**src/rtl/irqc_pkg.sv**
```systemverilog
package irqc_pkg;
  // Byte span of one bank's register window.
  localparam int BANK_SPAN = 24;

  // Word index inside a bank window (byte offset / 4).
  typedef enum logic [2:0] {
    RS_PEND  = 3'd0,
    RS_ENA   = 3'd1,
    RS_FORCE = 3'd2,
    RS_ACK   = 3'd3,
    RS_POL   = 3'd4,
    RS_MODE  = 3'd5
  } regsel_e;
endpackage

```
**src/rtl/irqc_sync.sv**
```systemverilog
module irqc_sync #(
  parameter int W = 32
) (
  input  logic         clk,
  input  logic         rst_n,
  input  logic [W-1:0] d_i,
  output logic [W-1:0] q_o
);
  logic [W-1:0] meta_q;

  always_ff @(posedge clk) begin
    if (!rst_n) begin
      meta_q <= '0;
      q_o    <= '0;
    end else begin
      meta_q <= d_i;
      q_o    <= meta_q;
    end
  end
endmodule

```
**src/rtl/irqc_decode.sv**
```systemverilog
module irqc_decode
  import irqc_pkg::*;
#(
  parameter int NB     = 4,
  parameter int ADDR_W = 8
) (
  input  logic [ADDR_W-1:0] addr_i,
  output logic [NB-1:0]     hit_o,
  output regsel_e           sel_o
);
  always_comb begin
    hit_o = '0;
    sel_o = RS_PEND;
    for (int b = 0; b < NB; b++) begin
      if (({1'b0, addr_i} >= (ADDR_W+1)'(b * BANK_SPAN)) &&
          ({1'b0, addr_i} <  (ADDR_W+1)'((b + 1) * BANK_SPAN))) begin
        hit_o[b] = 1'b1;
        sel_o    = regsel_e'(3'((addr_i - ADDR_W'(b * BANK_SPAN)) >> 2));
      end
    end
  end
endmodule

```
**src/rtl/irqc_bank.sv**
```systemverilog
module irqc_bank
  import irqc_pkg::*;
#(
  parameter int W = 32
) (
  input  logic         clk,
  input  logic         rst_n,
  input  logic [W-1:0] sync_i,
  input  logic         wr_i,
  input  regsel_e      sel_i,
  input  logic [W-1:0] wdata_i,
  output logic [W-1:0] pend_o,
  output logic [W-1:0] ena_o,
  output logic [W-1:0] mode_o,
  output logic [W-1:0] cond_o,
  output logic [W-1:0] event_o,
  output logic [W-1:0] force_o,
  output logic [W-1:0] ack_o,
  output logic [W-1:0] rdval_o,
  output logic         irq_o
);
  logic [W-1:0] ena_q, pol_q, mode_q, pend_q, prev_q, pend_nxt;

  // Software strobes, valid only for the cycle of the write.
  assign force_o = (wr_i && sel_i == RS_FORCE) ? wdata_i : '0;
  assign ack_o   = (wr_i && sel_i == RS_ACK)   ? wdata_i : '0;

  // Polarity 1 passes the input, 0 inverts it.
  assign cond_o  = ~(sync_i ^ pol_q);
  assign event_o = cond_o & ~prev_q;

  // Force dominates; edge bits hold until acknowledged, level bits mirror.
  assign pend_nxt = force_o
                  | (mode_q & ((pend_q & ~ack_o) | event_o))
                  | (~mode_q & cond_o);

  always_ff @(posedge clk) begin
    if (!rst_n) begin
      ena_q  <= '0;
      pol_q  <= '1;
      mode_q <= '0;
      pend_q <= '0;
      prev_q <= '0;
    end else begin
      pend_q <= pend_nxt;
      prev_q <= cond_o;
      if (wr_i && sel_i == RS_ENA)  ena_q  <= wdata_i;
      if (wr_i && sel_i == RS_POL)  pol_q  <= wdata_i;
      if (wr_i && sel_i == RS_MODE) mode_q <= wdata_i;
    end
  end

  always_comb begin
    unique case (sel_i)
      RS_PEND: rdval_o = pend_q;
      RS_ENA:  rdval_o = ena_q;
      RS_POL:  rdval_o = pol_q;
      RS_MODE: rdval_o = mode_q;
      default: rdval_o = '0;
    endcase
  end

  assign pend_o = pend_q;
  assign ena_o  = ena_q;
  assign mode_o = mode_q;
  assign irq_o  = |(pend_q & ena_q);
endmodule

```
**src/rtl/bank_irq_ctrl.sv**
```systemverilog
module bank_irq_ctrl
  import irqc_pkg::*;
#(
  parameter int NUM_BANKS    = 4,
  parameter int SRC_PER_BANK = 32,
  parameter int ADDR_W       = 8
) (
  input  logic                              clk,
  input  logic                              rst_n,
  input  logic [NUM_BANKS*SRC_PER_BANK-1:0] src_i,
  input  logic                              bus_wr_i,
  input  logic                              bus_rd_i,
  input  logic [ADDR_W-1:0]                 bus_addr_i,
  input  logic [SRC_PER_BANK-1:0]           bus_wdata_i,
  output logic [SRC_PER_BANK-1:0]           bus_rdata_o,
  output logic [NUM_BANKS-1:0]              irq_o
);
  localparam int SRC_W = NUM_BANKS * SRC_PER_BANK;

  logic [SRC_W-1:0]     src_sync;
  logic [NUM_BANKS-1:0] hit;
  regsel_e              sel;

  logic [NUM_BANKS-1:0][SRC_PER_BANK-1:0] pend_w, ena_w, mode_w, cond_w;
  logic [NUM_BANKS-1:0][SRC_PER_BANK-1:0] event_w, force_w, ack_w, rdval_w;
  logic [SRC_PER_BANK-1:0]                rd_mux;
  logic                                   rd_zero;

  irqc_sync #(.W(SRC_W)) u_sync (
    .clk   (clk),
    .rst_n (rst_n),
    .d_i   (src_i),
    .q_o   (src_sync)
  );

  irqc_decode #(.NB(NUM_BANKS), .ADDR_W(ADDR_W)) u_dec (
    .addr_i (bus_addr_i),
    .hit_o  (hit),
    .sel_o  (sel)
  );

  for (genvar b = 0; b < NUM_BANKS; b++) begin : g_bank
    irqc_bank #(.W(SRC_PER_BANK)) u_bank (
      .clk     (clk),
      .rst_n   (rst_n),
      .sync_i  (src_sync[b*SRC_PER_BANK +: SRC_PER_BANK]),
      .wr_i    (bus_wr_i & hit[b]),
      .sel_i   (sel),
      .wdata_i (bus_wdata_i),
      .pend_o  (pend_w[b]),
      .ena_o   (ena_w[b]),
      .mode_o  (mode_w[b]),
      .cond_o  (cond_w[b]),
      .event_o (event_w[b]),
      .force_o (force_w[b]),
      .ack_o   (ack_w[b]),
      .rdval_o (rdval_w[b]),
      .irq_o   (irq_o[b])
    );
  end

  always_comb begin
    rd_mux = '0;
    for (int b = 0; b < NUM_BANKS; b++) begin
      if (hit[b]) rd_mux |= rdval_w[b];
    end
  end

  assign rd_zero = bus_rd_i && (|hit) && (sel == RS_FORCE || sel == RS_ACK);

  always_ff @(posedge clk) begin
    if (!rst_n)        bus_rdata_o <= '0;
    else if (bus_rd_i) bus_rdata_o <= rd_mux;
  end
endmodule

```
**config.mk**
```make
export PLATFORM = sky130hd
export DESIGN_NAME = bank_irq_ctrl
export DESIGN_NICKNAME = d
export VERILOG_FILES = /design/src/rtl/irqc_pkg.sv /design/src/rtl/irqc_sync.sv /design/src/rtl/irqc_decode.sv /design/src/rtl/irqc_bank.sv /design/src/rtl/bank_irq_ctrl.sv
export SDC_FILE = /design/constraint.sdc
export NUM_CORES = 2
export LEC_CHECK = 0
export ABC_AREA = 1
export BUFFER_PORTS_ARGS = -buffer_cell sky130_fd_sc_hd__buf_4
export CAP_MARGIN = 20
export CORE_MARGIN = 3
export CORE_UTILIZATION = 40
export CTS_BUF_LIST = sky130_fd_sc_hd__clkbuf_4 sky130_fd_sc_hd__clkbuf_8
export DETAILED_ROUTE_END_ITERATION = 8
export PLACE_DENSITY_LB_ADDON = 0.08
export SETUP_SLACK_MARGIN = 0.2
export SLEW_MARGIN = 20
export SYNTH_ARGS = -nofsm -noshare
export SYNTH_HDL_FRONTEND = slang
export SYNTH_SLANG_ARGS = --single-unit
```
**constraint.sdc**
```tcl
create_clock -name clk -period 3.3 [get_ports clk]
set_input_delay 0.165 -clock clk [delete_from_list [all_inputs] [get_ports clk]]
set_output_delay 0.165 -clock clk [all_outputs]
set_load 0.1 [all_outputs]
```
# [Word level (Yosys, flattened, before mapping)]
# Cells that the tools add are included.
[classes] addsub=3 n_lt_le_gt_ge=7 eq_ne=5 muxes=24 n_bitwise=59 n_reduce_logical=28
[op_table] operator="bitwise AND 32 bit" count=20
[op_table] operator="inverter 32 bit" count=16
[op_table] operator="one-hot mux 32 bit (4 select lines)" count=4
[op_table] operator="OR 32 bit" count=15
[op_table] operator="two-way mux 32 bit" count=12
[op_table] operator="OR reduction 32 bit" count=4
[op_table] operator="bitwise XOR 32 bit" count=4
[op_table] operator="logical AND 1 bit" count=23
[op_table] operator="< comparator 8 x 7 -> 1 bit (second input constant)" count=2
[op_table] operator="two-way mux 3 bit" count=4
[op_table] operator="subtractor 5 bit (second input constant)" count=2
[op_table] operator="greater-or-equal comparator 8 x 5 -> 1 bit (second input constant)" count=1
[op_table] operator="greater-or-equal comparator 8 x 6 -> 1 bit (second input constant)" count=1
[op_table] operator="greater-or-equal comparator 8 x 7 -> 1 bit (second input constant)" count=1
[op_table] operator="< comparator 8 x 5 -> 1 bit (second input constant)" count=1
[op_table] operator="< comparator 8 x 6 -> 1 bit (second input constant)" count=1
[op_table] operator="== test 3 x 2 -> 1 bit (second input constant)" count=2
[op_table] operator="== test 3 bit (second input constant)" count=2
[op_table] operator="subtractor 5 x 4 -> 5 bit (second input constant)" count=1
[op_table] operator="bitwise AND 1 bit" count=4
[op_table] operator="two-way mux 1 bit" count=4
[op_table] operator="== test 3 x 1 -> 1 bit (second input constant)" count=1
[op_table] operator="logical NOT 3 bit" count=1
[totals] ff_bits=928 input_bits=172 output_inout_bits=36 wordCells=149

# [Longest topological paths before layout]
[depth] ltp_word=14 ltp_mapped=21 mapped_depth_nobuf=19

# [Cells and area by module]
# Synthesis repeated with hierarchy kept, for this count alone.
[hier_totals] hier_cells=6216 hier_area_um2=42132.9
[modules_own_cells] module="irqc_bank" n_inst=4 cells_per_inst=1255 area_each_um2=8142.8 seq_area_each_um2=3203.1
[modules_own_cells] module="irqc_sync" n_inst=1 cells_per_inst=796 area_each_um2=7236.9 seq_area_each_um2=5124.9
[modules_own_cells] module="bank_irq_ctrl" n_inst=1 cells_per_inst=354 area_each_um2=2093.3 seq_area_each_um2=640.6
[modules_own_cells] module="irqc_decode" n_inst=1 cells_per_inst=46 area_each_um2=231.5 seq_area_each_um2=0.0

# [Worst setup path after synthesis]
# No wires, ideal clock.
[synth_path] path_kind="input to register" start="input port bus_addr_i[4]" end="register g_bank[1].u_bank.pend_q[28]" setup_time_ns=0.132 arrival_time_ns=1.845 t_required_ns=3.168 slack_ns=1.322 stages=16 n_path_buf=2 cell_sequence="inv_2 ha_1 nand2_1 inv_1 nand3_1 nand2_1 nand2_1 nand3_2 a21oi_1 nand3_1 buf_2 buf_2 o21ai_0 o21ai_0 nand2_1 a31oi_1"
[synth_between] elab_chain_cells=14 elab_cells_between_ends=31 cone_classes="add/sub (3); order compare (7); eq/ne (2); mux (7); bitwise (7); reduce/logical (5)"
[synth_lines] item="start, declared" line_no="bank_irq_ctrl.sv:13" rtl="input logic [ADDR_W-1:0] bus_addr_i,"
[synth_lines] item="< comparator 8 x 5 -> 1 bit (tied with other cells)" line_no="irqc_decode.sv:16" rtl="({1'b0, addr_i} < (ADDR_W+1)'((b + 1) * BANK_SPAN))) begin"
[synth_lines] item="two-way mux 3 bit or logical AND 1 bit (tied branches)" line_no="irqc_decode.sv:15" rtl="if (({1'b0, addr_i} >= (ADDR_W+1)'(b * BANK_SPAN)) &&"
[synth_lines] item="two-way mux 3 bit (3 in series)" line_no="irqc_decode.sv:15"
[synth_lines] item="== test 3 x 2 -> 1 bit" line_no="irqc_bank.sv:26" rtl="assign ack_o = (wr_i && sel_i == RS_ACK) ? wdata_i : '0;"
[synth_lines] item="logical AND 1 bit" line_no="irqc_bank.sv:26"
[synth_lines] item="two-way mux 32 bit" line_no="irqc_bank.sv:26"
[synth_lines] item="inverter 32 bit" line_no="irqc_bank.sv:34" rtl="| (mode_q & ((pend_q & ~ack_o) | event_o))"
[synth_lines] item="bitwise AND 32 bit" line_no="irqc_bank.sv:34"
[synth_lines] item="OR 32 bit" line_no="irqc_bank.sv:34"
[synth_lines] item="bitwise AND 32 bit" line_no="irqc_bank.sv:34"
[synth_lines] item="OR 32 bit (*)" line_no="irqc_bank.sv:34"
[synth_lines] item="OR 32 bit (*)" line_no="irqc_bank.sv:35" rtl="| (~mode_q & cond_o);"
[synth_lines] item="end signal, assigned" line_no="irqc_bank.sv:45" rtl="pend_q <= pend_nxt;"
[synth_lines] item="end, declared" line_no="irqc_bank.sv:22" rtl="logic [W-1:0] ena_q, pol_q, mode_q, pend_q, prev_q, pend_nxt;"
# Every way passes the cells marked *; elsewhere a longest branch is shown, timed or not.
# A chain may end at the register's enable or synchronous reset.

# [Final worst setup path]
[layout_path] start="register g_bank[3].u_bank.pend_q[0]" end="output port irq_o[3]"
[layout_between] elab_chain_cells=2
[layout_lines] item="start, declared" line_no="irqc_bank.sv:22"
[layout_lines] item="start signal, assigned" line_no="irqc_bank.sv:45"
[layout_lines] item="bitwise AND 32 bit" line_no="irqc_bank.sv:66" rtl="assign irq_o = |(pend_q & ena_q);"
[layout_lines] item="OR reduction 32 bit" line_no="irqc_bank.sv:66"
[layout_lines] item="end, declared" line_no="bank_irq_ctrl.sv:16" rtl="output logic [NUM_BANKS-1:0] irq_o"
# Every way passes these cells.

==> impl_metrics.tcl <==
set metrics [dict create \
    combPwrFrac_pct 10.0 \
    yosys.area.top_type_share_pct 48.5 \
    dpl-instance-area_sq_um 40900 \
    cts_root_buf "clkbuf_8" \
    leakage_nw 21.3 \
    period_needed_ns 3.01 \
    power.share.switching_pct 26.6 \
    ys_types 31 \
    crit_top_cell "buf_4" \
    via_count 36100 \
    yosys.area.top_type "dfxtp_1" \
    pre_cts_ws_ns 0.379 \
    clk_path_buf_depth 3 \
    most-common-layout-cells "nand2_1, dfxtp_1, nor2_1, a21oi_1, nand3_1" \
    worst_slew_pin_slew_ns 0.996 \
    cts_buffers 162 \
    required_ns 3.13 \
    fillers 9327 \
    hold_path_startpoint "src_i[69]" \
    drive_above_1_share_pct 12.3 \
    final_max_slew_viol_count 0 \
    htree_num_levels 4 \
    p_switching_w 0.00679 \
    synth-seq-cells 928 \
    track_usage_pct 27.7 \
    critical_path_class "reg2out" \
    final_area_sq_um 47000 \
    status "completed" \
    power_frac_clock_pct 44.0 \
    wl_microns 140000 \
    syn_avg_cell_area_sq_um 7.36 \
    layout_commonest_cell "nand2_1" \
    start_util_pct 40.7 \
    post-route-util_pct 50.0 \
    overflow 0 \
    drtAntennaViolNets 0 \
    yosysSeqAreaShare_pct 48.5 \
    synth_xor_xnor_area_share_pct 2.93 \
    synth_simple_gate_area_share_pct 25.4 \
    grt_pass1_wl_microns 212000 \
    netlist_instances 5205 \
    die_area_sq_um 99600 \
    path_delay_family "simple AND/OR/NAND/NOR gates" \
    rsz0062_at_grt "false" \
    die_w_microns 316 \
    drc 0 \
    place.port_buffers 207 \
    io_pins 208 \
    cts_tree "done" \
    finalWorstSetupSlack_ns 0.291 \
    synth_area_sq_um 38300 \
    syn2layout_area_growth_pct 22.8 \
    cp-end-kind "output port" \
    synth_compound_area_share_pct 14.7 \
    grt_max_degree 169 \
    row_count 112 \
    via_per_inst 5.21 \
    die_y_microns 316 \
    netlist_top_cells_area "dfxtp_1, nand2_1, a21oi_1" \
    drtPass1Iterations 5 \
    vdd_drop_max_uv 373 \
    nets 5726 \
    tns_ns 0 \
    cp_slowest_cell "or3_1" \
    maxCapViolations 0 \
    dp_hpwl_microns 91400 \
    critPathLaunchType "flop" \
    wl_per_cell_microns 20.2 \
    hp-class "in2reg" \
    path_buf_inv 2 \
    finalHoldViolations 0 \
    synth_top_family_by_area "simple AND/OR/NAND/NOR gates" \
    p_per_area_nw_per_um2 543 \
    drt_iter0_markers 3375 \
    fmax_mhz 332 \
    period_share_pct 91.2 \
    syn_nets 5379 \
    cpPeakStageDelay_ns 0.48 \
    synthMuxAreaShare_pct 0 \
    pwr-share-seq_pct 46.0 \
    grt_pass1_vias 33700 \
    r2r_start "g_bank[0].u_bank.mode_o[20]" \
    synthAdderAreaFrac_pct 0.0653 \
    cp_cell_sequence "a22o_1 > a221oi_2 > buf_4 > nand4_1 > or3_1 > buf_4" \
    gp_congestion 0.882 \
    crit_fanout 3 \
    max_slew_margin_pct 33.6 \
    skew_ns 0.0236 \
    setup_viol 0 \
    worstPathArrival_ns 2.84 \
    cts.clk_slew.worst_paths_ns 0.06 \
    antenna_found_initial 4 \
    ys_warn_count 0 \
    startpoint "g_bank[3].u_bank.pend_o[0]" \
    p_int_w 0.0188 \
    clock_latency_ns 0.84 \
    cts.sinks 928 \
    core_sq_um 94200 \
]
## worst register-to-register path: stages (launching register included)
cell and delay, ns:
dfxtp_1 0.33, nand2_1 0.07, nand2_1 0.10, nor2_1 0.29
nor2_1 0.07, nor2_1 0.11, nand2_1 0.06, nand2_1 0.05
a21oi_1 0.06
## registers in the layout, summed over array words and instances (netlist names)
| register | cells |
|---|---|
| bus_rdata_o | 32 |
| g_bank.u_bank.ena_o | 128 |
| g_bank.u_bank.mode_o | 128 |
| g_bank.u_bank.pend_o | 128 |
| g_bank.u_bank.pol_q | 128 |
| g_bank.u_bank.prev_q | 128 |
| u_sync.meta_q | 128 |
| u_sync.q_o | 128 |
## cell families after synthesis
kind of cell    after synthesis
flops                       928
buf+inv                     777
fa+ha+maj                     2
simple gates               2377
xor+xnor                    128
compound gates              993
## worst paths after layout
path	slack (ns)	endpoint	cells past startpoint
setup / recovery	0.29	irq_o[3]	6
setup reg to reg	1.97	bus_rdata_o[20]	8
hold / removal	0.08	u_sync.meta_q[69]	4
hold reg to reg	0.40	u_sync.q_o[100]	2
## layer usage
layer  GRT usage, %  part of all wire (%)  routed length [microns]
met5              0                     0                        0
met1           41.9                    48                    68000
met4           7.68                   2.3                     3210
met3           4.71                   7.7                    10800
met2           40.3                    42                    58300
## power groups by stage
stage	logic (W)	clock network (W)	registers [W]
after floorplan	0.00128	0	0.0120
after global placement	0.00224	0	0.0120
after detailed placement	0.00225	0	0.0120
after CTS	0.00250	0.0115	0.0118
after global routing	0.00276	0.0120	0.0118
final	0.00256	0.0112	0.0118
## synth_stat cells
cell	instances
nand3_2	4
buf_6	3
nand2_1	1352
clkbuf_1	233
xnor2_1	69
buf_2	109
nor2_4	4
nand3_1	428
nor2_2	12
xor2_1	59
o21ai_0	259
a21oi_2	1
inv_2	9
ha_1	2
nor2_1	493
inv_1	383
nor3_1	3
nand4_1	8
buf_1	2
nand2_2	3
buf_4	38
a22o_1	24
a221oi_1	22
dfxtp_1	928
o211ai_1	155
or2_2	69
a31oi_1	69
or3_1	1
a221o_1	2
a21oi_1	453
o21ai_1	8
## metrics by stage
| stage | hold slack (ns) | std cells | power [W] |
|---|---|---|---|
| 4_1_cts | 0.000490 | 6924 | 0.0257 |
| 3_5_place_dp | 0.349 | 6375 | 0.0142 |
| 2_1_floorplan | 0.258 | 5205 | 0.0133 |
| 5_1_grt | 0.0481 | 6926 | 0.0266 |
| 6_report | 0.0756 | 6929 | 0.0256 |
| 3_3_place_gp | 0.347 | 6375 | 0.0142 |
## repair_timing
item,in CTS,in global routing
pin swaps,0,1
hold endpoints to repair,510,0
gates resized for setup,3,5
endpoints found under the setup margin,2,1
hold buffers,267,0
buffers inserted,0,0
## layout make-up
type	count	area (sq um)	share of cell area [%]
clock buffers	262	3200	6.80
well taps	1254	1570	3.33
inverters	392	1480	3.15
diodes	5	12.5	0.0266
flip-flops and latches	928	18600	39.5
multi-input cells	3500	16600	35.3
clock inverters	20	240	0.511
repair buffers	568	5380	11.4
No activity file was read; power rests on OpenSTA's default activity.
